**config.mk**
```make
export PLATFORM = sky130hd
export DESIGN_NAME = vfd_shifter
export DESIGN_NICKNAME = d
export VERILOG_FILES = /design/src/rtl/vfd_shifter.sv
export SDC_FILE = /design/constraint.sdc
export NUM_CORES = 1
export LEC_CHECK = 0
export CAP_MARGIN = 20
export CORE_MARGIN = 2
export CORE_UTILIZATION = 30
export DETAILED_ROUTE_END_ITERATION = 16
export SYNTH_ARGS = -nofsm -noshare
export SYNTH_HDL_FRONTEND = slang
export SYNTH_SLANG_ARGS = --single-unit
```
**constraint.sdc**
```tcl
create_clock -name clk -period 3.15 [get_ports clk]
set_input_delay 0.4725 -clock clk [delete_from_list [all_inputs] [get_ports clk]]
set_output_delay 0.4725 -clock clk [all_outputs]
set_load 0.1 [all_outputs]
```
**src/rtl/vfd_shifter.sv**
```systemverilog
module vfd_shifter #(
  parameter int MAX_BITS = 122,
  localparam int CW = $clog2(MAX_BITS + 1)
) (
  input  logic                clk,
  input  logic                rst_n,
  input  logic                start,
  input  logic [MAX_BITS-1:0] frame,
  input  logic [CW-1:0]       bit_count,
  output logic                sclk,
  output logic                sdo,
  output logic                latch_ld,
  output logic                done
);

  typedef enum logic [1:0] {S_IDLE, S_SHIFT, S_LOAD} state_t;

  state_t              st;
  logic [MAX_BITS-1:0] shreg;
  logic [CW-1:0]       left;
  logic [CW-1:0]       lim;
  logic                ph;

  assign lim = (bit_count == '0 || bit_count > CW'(MAX_BITS)) ? CW'(MAX_BITS) : bit_count;

  always_ff @(posedge clk) begin
    if (!rst_n) begin
      st       <= S_IDLE;
      shreg    <= '0;
      left     <= '0;
      ph       <= 1'b0;
      sclk     <= 1'b1;
      sdo      <= 1'b0;
      latch_ld <= 1'b0;
      done     <= 1'b0;
    end else begin
      done <= 1'b0;
      case (st)
        S_IDLE: begin
          if (start) begin
            shreg <= frame >> 1;
            sdo   <= frame[0];
            sclk  <= 1'b0;
            left  <= lim - 1'b1;
            st    <= S_SHIFT;
          end
        end
        S_SHIFT: begin
          if (!sclk) begin
            sclk <= 1'b1;
          end else if (left == '0) begin
            sdo      <= 1'b0;
            latch_ld <= 1'b1;
            done     <= 1'b1;
            ph       <= 1'b0;
            st       <= S_LOAD;
          end else begin
            sclk  <= 1'b0;
            sdo   <= shreg[0];
            shreg <= shreg >> 1;
            left  <= left - 1'b1;
          end
        end
        S_LOAD: begin
          if (!ph) begin
            ph <= 1'b1;
          end else begin
            latch_ld <= 1'b0;
            st       <= S_IDLE;
          end
        end
        default: st <= S_IDLE;
      endcase
    end
  end

endmodule

```
======== Word-level counts from Yosys, hierarchy flattened ========
Cells that the tools add are included.
storage, ports and cells
  register bits ........................... 136
  input bits .............................. 132
  output and inout port bits .............. 4
  word-level logic and storage cells ...... 60
operators by class
  add/subtract/negate cells ............... 2
  order comparisons ....................... 1
  eq/ne operators ......................... 7
  muxes and demuxes ....................... 29
  reduce and logical (&&, ||, !) cells .... 13
operators with widths
  kind                                                 count
  2-to-1 mux 122 bit                                   3
  case mux 122 bit (2 select lines)                    1
  2-to-1 mux 7 bit                                     4
  logical NOT 7 bit                                    2
  case mux 7 bit (2 select lines)                      1
  subtractor 7 x 1 -> 7 bit, second input constant     2
  AND reduction 4 bit                                  3
  2-to-1 mux 1 bit                                     11
  inequality test 2 bit, second input constant         5
  AND reduction 3 bit                                  3
  2-to-1 mux 2 bit                                     4
  case mux 1 bit (2 select lines)                      4
  > comparator 7 bit, second input constant            1
  case mux 2 bit (3 select lines)                      1
  nonzero test 2 bit                                   2
  equality test 2 x 1 -> 1 bit, second input constant  1
  equality test 2 bit, second input constant           1
  logical NOT 2 bit                                    1
  AND reduction 2 bit                                  1
  logical OR 1 bit                                     1

======== Longest topological paths before layout ========
  depth in word-level cells ............... 6
  gate-level depth with buffers ........... 9

======== Worst setup path after synthesis ========
No wires, ideal clock.
  path kind ............................... reg-to-reg
  from .................................... reg sclk
  to ...................................... reg left[4]
  arrival time ............................ 2.253 ns
  data required time ...................... 3.076 ns
  setup slack ............................. 0.823 ns
  stages on the path, launching flop included .. 8
  path buffers ............................ 2
  clock period less this slack ............ 2.327 ns
  path through ............................ dfxtp_1 nand2_1 a21o_1 buf_2 or2_1 clkbuf_1 or3_1 a31oi_1
on the way
  word-level cells in the longest chain between the ends .. 2
ends and longest elaborated chain
  what                             RTL line  source
  start: declaration               10        output logic sclk,
  start signal: assignment         32        sclk <= 1'b1;
  start signal: assignment         43        sclk <= 1'b0;
  start signal: assignment         50        sclk <= 1'b1;
  inequality test 2 bit (no line)  --
  AND reduction 4 bit (no line)    --
  end signal: assignment           44        left <= lim - 1'b1;
  end signal: assignment           61        left <= left - 1'b1;
  end: declaration                 20        logic [CW-1:0] left;
No other way between the ends.
A chain may end at the register's enable or synchronous reset.

======== Final worst setup path ========
  from .................................... in bit_count[2]
  to ...................................... reg left[4]
on the way
  word-level cells in the longest chain between the ends .. 6
  elaborated cells between the ends (all ways) .. 7
ends and longest elaborated chain
  what                                                     RTL line  source
  start: declaration                                       9         input logic [CW-1:0] bit_count,
  > comparator 7 bit or logical NOT 7 bit (tied branches)  24        assign lim = (bit_count == '0 || bit_count > CW'(MAX_BITS)) ? CW'(MAX_BITS) : bit_count;
  logical OR 1 bit                                         24
  2-to-1 mux 7 bit *                                       24
  subtractor 7 x 1 -> 7 bit *                              44
  2-to-1 mux 7 bit *                                       40        if (start) begin
  case mux 7 bit (2 select lines) *                        38        case (st)
Every way passes the cells marked *; elsewhere a longest branch is shown, timed or not. The select of a mux whose other input is x is not followed.

==> summary.txt <==
Run status
  – Outcome: completed

Routing
  – Avg WL per Cell: 13.5 um
  – Total number of vias: 5,654
  – WL final: 15,600 um
  – Initial DRC count: 296
  – Routed Antenna Nets: 0
  – Mean number of vias per cell: 4.90
  – DRC: 0
  – Router iterations before antenna repair: 5

Setup path
  – Startpoint types: input port
  – Kind of critical path: input port to flop
  – CP Max Fanout: 5
  – Setup slack, reg-to-reg: 980 ps
  – WP data arrival: 2780 ps
  – Crit end category: flop
  – Reg-to-reg endpoint: shreg[58]
  – R2r startpoint: left[0]
  – Worst reg2reg path depth: 5
  – Critical path data required time: 3480 ps

Timing
  – FMAX: 0.408 GHz
  – Clk_skew: 6.38 ps
  – Max Slew Vio Count: 0
  – Endpoints failing setup: 0
  – Final worst-path cycle share: 77.8%
  – Min Tclk post-route: 2450 ps
  – Worst Max-Slew Pin Slew: 710 ps
  – Fin Hold WS: 471 ps
  – RSZ-0062 raised after global routing: no
  – Hold Violations, Final: 0
  – Relative slew slack: 52.6%
  – Fin Setup TNS: 0 ps

Logic synthesis
  – Yosys top cell by area: dfxtp_1
  – Dominant synthesized flop cell: dfxtp_1
  – Cells after Synth: 786
  – Share of the synthesized area in the top cell type: 44.8%
  – Most frequent cells after synthesis: nand2_1, dfxtp_1, nor2_1, a311oi_1, clkbuf_1
  – Number of synthesized flops with an enable pin: 0
  – Yosys warns: 0
  – Mapped Area: 6030 um^2
  – Yosys reg bits: 135
  – Most frequent cell after synthesis: nand2_1
  – Seq/Total Area, Yosys: 44.8%
  – Net Count, Synth: 919
  – Post-synth ARST share: 0%
  – Synth unique cells: 40
  – Avg Inst Size Synth: 7.67 um^2
  – Top cells by area, synth: dfxtp_1, a311oi_1, nand2_1, nor2_1, buf_2

Die
  – Initial Util: 30.8%
  – Die height: 146 um
  – Die X: 146 um
  – Die area: 21,200 um^2
  – Core ar.: 19,600 um^2
  – FP Rows: 51
  – Ports: 136

Power
  – Sequential share of power: 39.3%
  – Sw Ratio: 34.2%
  – Sw power: 2.13 mW
  – Post-layout total power: 6.22 mW
  – Combinational share of power: 30.2%
  – Max VDD drop: 446 uV
  – Clock power frac: 30.5%
  – Leakage: 3.01 nW
  – PD cells: 770 nW/um^2
  – Internal power: 4.09 mW

CTS
  – Post-CTS setup buffers: 0
  – Root Driver: clkbuf_16
  – CTS tree: built
  – Worst-skew pair later-pin latency: 410 ps
  – Hold_buf cts: 0
  – CTS buffer count: 17
  – H-tree level count: 4
  – CTS Sinks: 135
  – Longest Clk Path Bufs: 2
  – Clock transition at path regs: 50 ps
  – Post-cts sizing count: 0

Cells and area
  – Final nets: 1,010
  – N_diodes: 0
  – Share of layout cells above drive strength 1: 5.28%
  – Area Growth Syn to Fin: 34.0%

Global routing
  – Largest net degree at the start of global routing: 142
  – Initial antenna violation count: 0
  – First-pass GRT wire length: 26,500 um
  – Global route overflow: 0
  – Vias in the first global route: 5,324
  – Total Routing Usage GR: 15.1%

Min path
  – Hold_sp: shreg[95]
  – Worst Hold Path EP: shreg[94]
  – Hold path depth: 2
  – HP Class: flop to flop

Place
  – Hpwl dp: 9760 um
  – Placer congestion estimate: 0.746
  – # port buffers: 135

Run
  – Max-cap violations: 0
routing by layer:
metal | vias up | share of wire, % | GRT usage [%]
li1 | 2943 | - | -
met5 | - | 0 | 0
met4 | 0 | 0.79 | 3.92
met1 | 2570 | 52 | 21.8
met2 | 133 | 41 | 21.7
met3 | 8 | 5.8 | 4.76
sequential cells by signal, indices dropped and copies added, names as in the netlist:
| signal | flops |
|---|---|
| shreg | 121 |
| sclk | 1 |
| st | 2 |
| ph | 1 |
| sdo | 1 |
| left | 7 |
| latch_ld | 1 |
| done | 1 |
worst max-delay path by stage:
stage,startpoint,to,slack [ps],depth (start not counted)
finish,bit_count[2],left[4],700,9
global route,bit_count[2],left[4],530,9
CTS,bit_count[2],left[4],740,9
detailed placement,bit_count[2],left[4],310,9
global placement,bit_count[2],left[4],340,9
floorplan,sclk,left[4],820,7
cell families after synthesis:
kind of cell | synth area share (%)
AOI/OAI and AO/OA | 20.7
xor gates and xnor gates | 0.145
adders and majority gates | 0.208
buffers and inverters | 5.58
DFF | 44.8
muxes | 0.664
and+or+nand+nor | 27.9
area by class of cell:
class,instances,area [um^2]
sequential,135,2700
clock inverter,7,68.8
inverter,6,25.0
tap,265,332
fill,2009,11500
multi-input combinational,573,3010
clock buffer,25,495
timing repair buffer,144,1450
cells in the final DEF (no fill, tap or decap), drive strengths merged:
master	Yosys	final
o41ai	1	1
clkinv	0	4
nor2b	1	1
clkdlybuf4s50	0	131
a22oi	1	1
or2	1	1
mux2i	4	4
dfxtp	135	135
or4	8	8
nor4	2	2
o311ai	2	2
a311oi	120	120
a21o	1	1
xnor2	1	1
bufinv	0	1
o21a	3	3
o21ai	3	3
a2111oi	1	1
nand2b	5	5
inv	6	6
or3	3	3
and3b	1	1
nand2	256	256
a31oi	2	2
nand3	5	5
buf	34	13
nor2	130	130
ha	1	1
o211ai	4	4
clkinvlp	0	2
o31ai	1	1
o221ai	1	1
and4	1	1
nand4	3	3
a211oi	3	3
clkbuf	38	25
nor3	3	3
a21oi	5	5
per-stage QoR:
step | setup WS (ps) | instance area (um^2) | cells | utilization, %
finish | 699 | 8080 | 1155 | 41.2
global route | 532 | 8080 | 1155 | 41.2
CTS | 744 | 8080 | 1155 | 41.2
detailed placement | 308 | 7510 | 1123 | 38.4
global placement | 338 | 7510 | 1123 | 38.4
floorplan | 823 | 6030 | 786 | -
power groups by stage:
stage	Sequential (mW)	Clock [mW]	Combinational, mW
2_1_floorplan	2.47	0	1.40
3_3_place_gp	2.46	0	1.88
3_5_place_dp	2.47	0	1.90
4_1_cts	2.44	1.97	1.90
5_1_grt	2.51	2.04	2.15
6_report	2.44	1.89	1.88
critical path, cell delays in order:
cell	delay [ps]
clkdlybuf4s50_1	470
or4_1	550
or3_1	330
a21oi_1	250
inv_1	100
ha_1	210
nand4_1	120
nand3_1	90
a31oi_1	180
Power figures use the tool's default switching activity.
